$ cat config.mk
export PLATFORM = sky130hd
export DESIGN_NAME = agu_top
export DESIGN_NICKNAME = d
export VERILOG_FILES = /design/src/rtl/agu_pkg.sv /design/src/rtl/agu_offset.sv /design/src/rtl/agu_core.sv /design/src/rtl/agu_outreg.sv /design/src/rtl/agu_top.sv
export SDC_FILE = /design/constraint.sdc
export NUM_CORES = 1
export LEC_CHECK = 0
export BUFFER_PORTS_ARGS = -buffer_cell sky130_fd_sc_hd__buf_2
export CAP_MARGIN = 15
export CORE_AREA = 2 2 145 147
export DETAILED_ROUTE_END_ITERATION = 8
export DIE_AREA = 0 0 147 149
export PLACE_DENSITY = 0.5
export SYNTH_ARGS = -nofsm -noshare
export SYNTH_HDL_FRONTEND = slang
export SYNTH_SLANG_ARGS = --single-unit
$ cat constraint.sdc
create_clock -name clk -period 10.05 [get_ports clk]
set_clock_uncertainty 0.05 [all_clocks]
set_input_delay 2.01 -clock clk [delete_from_list [all_inputs] [get_ports clk]]
set_output_delay 2.01 -clock clk [all_outputs]
set_load 0.02 [all_outputs]
$ cat src/rtl/agu_pkg.sv
package agu_pkg;

  typedef enum logic [3:0] {
    AM_PLAIN   = 4'd0,
    AM_POSTINC = 4'd1,
    AM_POSTDEC = 4'd2,
    AM_POSTN   = 4'd3,
    AM_IDXN    = 4'd4,
    AM_IDX3    = 4'd5,
    AM_SPOFF6  = 4'd6,
    AM_SPOFF3  = 4'd7,
    AM_IDX16   = 4'd8,
    AM_IDX24   = 4'd9,
    AM_ABS6    = 4'd10,
    AM_PERI6   = 4'd11,
    AM_ABS16   = 4'd12,
    AM_ABS24   = 4'd13,
    AM_RSV14   = 4'd14,
    AM_RSV15   = 4'd15
  } agu_mode_e;

  typedef enum logic [1:0] {
    SZ_BYTE = 2'd0,
    SZ_WORD = 2'd1,
    SZ_LONG = 2'd2,
    SZ_RSV  = 2'd3
  } agu_size_e;

  // Which access sizes each mode accepts.
  function automatic logic access_legal(agu_mode_e m, agu_size_e s, logic mm_dst);
    logic b, w, l;
    b = (s == SZ_BYTE);
    w = (s == SZ_WORD);
    l = (s == SZ_LONG);
    case (m)
      AM_PLAIN, AM_POSTINC, AM_POSTDEC, AM_POSTN, AM_IDXN: return w | l;
      AM_IDX3, AM_SPOFF3:                                  return w | b;
      AM_SPOFF6, AM_IDX16, AM_IDX24:                       return b | w | l;
      AM_ABS6, AM_PERI6:                                   return w;
      AM_ABS16, AM_ABS24:                                  return w | l | (b & mm_dst);
      default:                                             return 1'b0;
    endcase
  endfunction

  function automatic logic is_post_update(agu_mode_e m);
    return (m == AM_POSTINC) || (m == AM_POSTDEC) || (m == AM_POSTN);
  endfunction

  function automatic logic uses_sp(agu_mode_e m);
    return (m == AM_SPOFF6) || (m == AM_SPOFF3);
  endfunction

endpackage

$ cat src/rtl/agu_offset.sv
module agu_offset
  import agu_pkg::*;
#(
  parameter int AW  = 24,
  parameter int NW  = 16,
  parameter int SLW = 6,
  parameter int SSW = 3
) (
  input  agu_mode_e        mode_i,
  input  agu_size_e        size_i,
  input  logic [NW-1:0]    nlow_i,
  input  logic [AW-1:0]    imm_i,
  output logic [AW-1:0]    off_o
);

  logic [AW-1:0] raw;

  // Select and extend the unscaled offset for the mode.
  always_comb begin
    case (mode_i)
      AM_POSTINC:         raw = AW'(1);
      AM_POSTDEC:         raw = '1;
      AM_POSTN, AM_IDXN:  raw = {{(AW-NW){nlow_i[NW-1]}}, nlow_i};
      AM_IDX3:            raw = {{(AW-SSW){1'b0}}, imm_i[SSW-1:0]};
      AM_SPOFF6:          raw = {{(AW-SLW){1'b1}}, imm_i[SLW-1:0]};
      AM_SPOFF3:          raw = {{(AW-SSW){1'b1}}, imm_i[SSW-1:0]};
      AM_IDX16:           raw = {{(AW-NW){imm_i[NW-1]}}, imm_i[NW-1:0]};
      AM_IDX24:           raw = imm_i;
      default:            raw = '0;
    endcase
  end

  // Scale to the access size: long doubles, byte halves toward minus infinity.
  always_comb begin
    case (size_i)
      SZ_LONG: off_o = {raw[AW-2:0], 1'b0};
      SZ_BYTE: off_o = {raw[AW-1], raw[AW-1:1]};
      default: off_o = raw;
    endcase
  end

endmodule

$ cat src/rtl/agu_core.sv
module agu_core
  import agu_pkg::*;
#(
  parameter int            AW        = 24,
  parameter int            NW        = 16,
  parameter logic [AW-1:0] PERI_BASE = 24'h00FFC0
) (
  input  logic [3:0]     mode_i,
  input  logic [1:0]     size_i,
  input  logic           mm_dst_i,
  input  logic [AW-1:0]  rn_i,
  input  logic [NW-1:0]  nlow_i,
  input  logic [AW-1:0]  sp_i,
  input  logic [AW-1:0]  imm_i,
  output logic [AW-1:0]  ea_o,
  output logic [AW-1:0]  wb_o,
  output logic           wb_en_o,
  output logic           err_o
);

  localparam int SHORT_W = 6;

  agu_mode_e     md;
  agu_size_e     sz;
  logic          legal;
  logic [AW-1:0] off;
  logic [AW-1:0] base;
  logic [AW-1:0] sum;
  logic [AW-1:0] abs_raw;
  logic [AW-1:0] abs_addr;

  assign md    = agu_mode_e'(mode_i);
  assign sz    = agu_size_e'(size_i);
  assign legal = access_legal(md, sz, mm_dst_i);

  agu_offset #(.AW(AW), .NW(NW)) u_off (
    .mode_i (md),
    .size_i (sz),
    .nlow_i (nlow_i),
    .imm_i  (imm_i),
    .off_o  (off)
  );

  assign base = uses_sp(md) ? sp_i : rn_i;
  assign sum  = base + off;

  always_comb begin
    case (md)
      AM_ABS6:  abs_raw = {{(AW-SHORT_W){1'b0}}, imm_i[SHORT_W-1:0]};
      AM_PERI6: abs_raw = PERI_BASE | {{(AW-SHORT_W){1'b0}}, imm_i[SHORT_W-1:0]};
      AM_ABS16: abs_raw = {{(AW-NW){1'b0}}, imm_i[NW-1:0]};
      default:  abs_raw = imm_i;
    endcase
  end

  assign abs_addr = (sz == SZ_LONG) ? {abs_raw[AW-2:0], 1'b0} : abs_raw;

  always_comb begin
    ea_o    = '0;
    wb_o    = '0;
    wb_en_o = 1'b0;
    err_o   = !legal;
    if (legal) begin
      case (md)
        AM_PLAIN:                     ea_o = rn_i;
        AM_POSTINC, AM_POSTDEC,
        AM_POSTN:                     ea_o = rn_i;
        AM_ABS6, AM_PERI6,
        AM_ABS16, AM_ABS24:           ea_o = abs_addr;
        default:                      ea_o = sum;
      endcase
      if (is_post_update(md)) begin
        wb_o    = sum;
        wb_en_o = 1'b1;
      end
    end
  end

endmodule

$ cat src/rtl/agu_outreg.sv
module agu_outreg #(
  parameter int W       = 50,
  parameter bit REG_OUT = 1'b1
) (
  input  logic         clk,
  input  logic         rst_n,
  input  logic         in_valid,
  output logic         in_ready,
  input  logic [W-1:0] in_data,
  output logic         out_valid,
  input  logic         out_ready,
  output logic [W-1:0] out_data
);

  generate
    if (REG_OUT) begin : g_reg
      logic         vld_q;
      logic [W-1:0] dat_q;

      assign in_ready  = !vld_q || out_ready;
      assign out_valid = vld_q;
      assign out_data  = dat_q;

      always_ff @(posedge clk) begin
        if (!rst_n) begin
          vld_q <= 1'b0;
        end else if (in_ready) begin
          vld_q <= in_valid;
        end
      end

      always_ff @(posedge clk) begin
        if (in_valid && in_ready) begin
          dat_q <= in_data;
        end
      end
    end else begin : g_wire
      logic clk_rst_unused;
      assign clk_rst_unused = clk ^ rst_n;
      assign in_ready       = out_ready;
      assign out_valid      = in_valid;
      assign out_data       = in_data;
    end
  endgenerate

endmodule

$ cat src/rtl/agu_top.sv
module agu_top #(
  parameter int            AW        = 24,
  parameter int            NW        = 16,
  parameter logic [AW-1:0] PERI_BASE = 24'h00FFC0,
  parameter bit            REG_OUT   = 1'b1
) (
  input  logic          clk,
  input  logic          rst_n,
  input  logic          in_valid,
  output logic          in_ready,
  input  logic [3:0]    mode,
  input  logic [1:0]    size,
  input  logic          mm_byte_dst,
  input  logic [AW-1:0] rn,
  input  logic [AW-1:0] nreg,
  input  logic [AW-1:0] sp,
  input  logic [AW-1:0] imm,
  output logic          out_valid,
  input  logic          out_ready,
  output logic [AW-1:0] ea,
  output logic [AW-1:0] wb_data,
  output logic          wb_en,
  output logic          err
);

  localparam int PW = 2 * AW + 2;

  logic [AW-1:0] c_ea;
  logic [AW-1:0] c_wb;
  logic          c_wb_en;
  logic          c_err;
  logic [PW-1:0] pay_in;
  logic [PW-1:0] pay_out;
  logic          nreg_hi_unused;

  assign nreg_hi_unused = ^nreg[AW-1:NW];

  agu_core #(.AW(AW), .NW(NW), .PERI_BASE(PERI_BASE)) u_core (
    .mode_i   (mode),
    .size_i   (size),
    .mm_dst_i (mm_byte_dst),
    .rn_i     (rn),
    .nlow_i   (nreg[NW-1:0]),
    .sp_i     (sp),
    .imm_i    (imm),
    .ea_o     (c_ea),
    .wb_o     (c_wb),
    .wb_en_o  (c_wb_en),
    .err_o    (c_err)
  );

  assign pay_in = {c_err, c_wb_en, c_wb, c_ea};

  agu_outreg #(.W(PW), .REG_OUT(REG_OUT)) u_out (
    .clk       (clk),
    .rst_n     (rst_n),
    .in_valid  (in_valid),
    .in_ready  (in_ready),
    .in_data   (pay_in),
    .out_valid (out_valid),
    .out_ready (out_ready),
    .out_data  (pay_out)
  );

  assign {err, wb_en, wb_data, ea} = pay_out;

endmodule

==> flow_metrics.env <==
export IMPL_routed_via_density=4.94
export IMPL_cts_buffers=5
export IMPL_dominantRegCellSynth="edfxtp_1"
export IMPL_worst_path_max_delay_cell="buf_2"
export IMPL_tritoncts="built"
export IMPL_htree_num_levels=2
export IMPL_synth_net_count=753
export IMPL_rsz0062_at_grt="false"
export IMPL_synth_async_reset_ratio_pct=0
export IMPL_synth_edff_count=50
export IMPL_max_slew_worst_pin_slew_ns=1.04
export IMPL_synth_ff_latch_count=51
export IMPL_post_route_cell_area_mm2=0.00628
export IMPL_cts_setup_buffers=0
export IMPL_diodes=0
export IMPL_finalNetCount=873
export IMPL_outcome="finished clean"
export IMPL_placed_area_mm2=0.00613
export IMPL_worst_slew_slack_as_a_fraction_of_its_limit_pct=30.0
export IMPL_finalCritPeriodShare_pct=58.6
export IMPL_clk_root_buffer_cell="clkbuf_16"
export IMPL_syn_mean_instance_area_um2=8.38
export IMPL_groute_usage_overall_pct=15.6
export IMPL_design_core_area_mm2=0.0206
export IMPL_crit_chain="buf_2 > inv_1 > o21ai_0 > o21ai_0 > o21ai_0 > o21ai_0 > a22o_1 > ha_1 > fa_1 > a211oi_1 > o21a_1 > nor2_1 > o31ai_1 > o21ai_1 > xnor2_1 > o22ai_1"
export IMPL_clockBufferDepth=2
export IMPL_critical_path_max_stage_delay_ns=0.55
export IMPL_slew_violations=0
export IMPL_io_buf_count=150
export IMPL_wire_length_of_the_first_global_routing_pass_mm=27.1
export IMPL_detailedRoute_firstPassIterationCount=6
export IMPL_synth_yosys_seq_area_share_pct=29.4
export IMPL_max_cap_viol_count=0
export IMPL_cpLargestDelayFamily="compound AO/OA/AOI/OAI gates"
export IMPL_route_detailed_drc=0
export IMPL_worst_setup_path_end_kind="flop"
export IMPL_drtAntennaViolNets=0
export IMPL_fin_total_pwr_mw=0.797
export IMPL_setup_viol=0
export IMPL_cellLeakagePower_nw=2.66
export IMPL_layout_drive_gt1_share_pct=28.6
export IMPL_timing_hold_worst_class="flop to flop"
export IMPL_io_pins=159
export IMPL_timing_worst_setup_path_type="input port to flop"
export IMPL_worstSkewPairLatency_ns=0.29
export IMPL_yosys_cell_types_count=64
export IMPL_peakVddDrop_v=0.0000584
export IMPL_crit_path_max_fanout=39
export IMPL_initial_antenna_violation_count=1
export IMPL_routabilityCongestion=0.866
export IMPL_cp_data_required_time_ns=10.03
export IMPL_worst_path_buf_inv=2
export IMPL_timing_final_hold_violations=0
export IMPL_dpl_hpwl_mm=14.1
export IMPL_vias_in_the_first_global_route=4851
export IMPL_grt_max_degree=51
export IMPL_die_width_um=147
export IMPL_via_count=5005
export IMPL_drt_initial_drc_count=324
export IMPL_tns_ns=0
export IMPL_power_density_mw_per_mm2=127
export IMPL_path_clk_slew_ns=0.07
export IMPL_post_synth_inst_count=618
export IMPL_starting_density_pct=25.2
export IMPL_routed_wirelength_mm=17.5
export IMPL_fin_crit_ns=5.89
export IMPL_synthToLayoutAreaGrowth_pct=21.3
export IMPL_fp_dieH_um=149
export IMPL_cts_hold_repair_buffers=0
export IMPL_clock_sink_count=51
export IMPL_cp_data_arrival_time_ns=5.87
export IMPL_overall_die_area_mm2=0.0219
export IMPL_fillCellCount=2245
export IMPL_syn_cell_area_mm2=0.00518
export IMPL_placementRows=53
export IMPL_path_common_cell="o21ai_0"
export IMPL_fmaxAchievable_ghz=0.170
export IMPL_cts_resized_gates=0
export IMPL_overflow=0
export IMPL_worst_setup_path_start_kind="input port"
export IMPL_yosys_warnings=0
export IMPL_routedWlPerCell_um=17.2
## sequential cells by signal, summed over array words and instances, names as in the netlist
register	flops
u_out.out_valid	1
u_out.out_data	50
## worst reg2reg max path, delay by kind of cell, from the launching register on
family | cells | cell delay (ns)
flops | 1 | 0.31
simple gates | 2 | 0.23
buf+inv | 1 | 0.49
## cell usage after synthesis (15+ instances only)
library cell	n	area share (%)
nand2_1	65	4.7
o22ai_1	21	2.5
buf_2	15	1.5
xnor2_1	15	2.5
mux2_2	28	6.1
o21ai_0	39	3.8
edfxtp_1	50	29
ha_1	27	6.5
nor2_1	56	4.1
clkbuf_1	26	1.9
a21oi_1	69	6.7
## stage by stage
| step | setup slack (ns) | utilization [%] | instances | hold slack [ns] |
|---|---|---|---|---|
| after global routing | 3.71 | 30.5 | 1014 | 0.530 |
| final | 4.16 | 30.5 | 1014 | 0.477 |
| after detailed placement | 3.83 | 29.8 | 1006 | 0.468 |
| after floorplan | 4.58 | - | 618 | 0.700 |
| after global placement | 3.83 | 29.8 | 1006 | 0.458 |
| after CTS | 4.14 | 30.5 | 1014 | 0.478 |
## layout make-up
type	instances	area (um^2)	share of cell area [%]
multi-input combinational	508	3400	54.2
tap	275	344	5.48
clock buffer	5	125	1.99
clock inverter	3	18.8	0.299
timing repair buffer	159	818	13.0
inverter	13	48.8	0.777
sequential	51	1520	24.2
## power breakdown
| part | total (mW) | switching, mW | internal, mW | leakage (nW) |
|---|---|---|---|---|
| sequential | 0.263 | 0.00453 | 0.259 | 0.506 |
| combinational | 0.368 | 0.225 | 0.143 | 2.08 |
| clock | 0.165 | 0.0728 | 0.0922 | 0.0740 |
| total | 0.797 | 0.303 | 0.494 | 2.66 |
## cell usage in the layout (no fill, tap or decap), types with 11 or more instances in the layout
cell type	Yosys	final
a21o_1	13	13
a21oi_1	69	69
a221o_1	11	11
a22oi_1	13	13
and2_1	13	12
buf_2	15	150
edfxtp_1	50	50
ha_1	27	27
inv_1	11	11
mux2_2	28	28
mux2i_1	11	11
nand2_1	65	65
nand3_1	11	11
nor2_1	56	56
o21ai_0	39	39
o22ai_1	21	21
xnor2_1	15	15
## worst paths after layout
| path | startpoint | endpoint | slack [ns] | cells after the start |
|---|---|---|---|---|
| max | mode[2] | u_out.out_data[20] | 4.16 | 16 |
| min | u_out.out_valid | u_out.out_valid | 0.48 | 2 |
| max reg2reg | u_out.out_valid | u_out.out_data[48] | 8.57 | 3 |
| min reg2reg | u_out.out_valid | u_out.out_valid | 0.48 | 2 |
## cells by family after synthesis
family,count (synthesis),synth area share (%)
DFF,51,29.4
muxes,39,8.22
and+or+nand+nor,185,16.7
xor gates and xnor gates,21,3.55
AOI/OAI and AO/OA,235,30.0
buffers and inverters,59,5.15
adders and majority gates,28,6.91
## metal layers
layer | part of all wire (%) | up-vias | global-route usage (%)
met3 | 5.0 | 11 | 2.17
met5 | 0 | - | 0
met2 | 45 | 131 | 25.4
li1 | - | 2577 | -
met1 | 49 | 2286 | 22.0
met4 | 1.3 | 0 | 3.46
(Power assumes the default switching activity.)
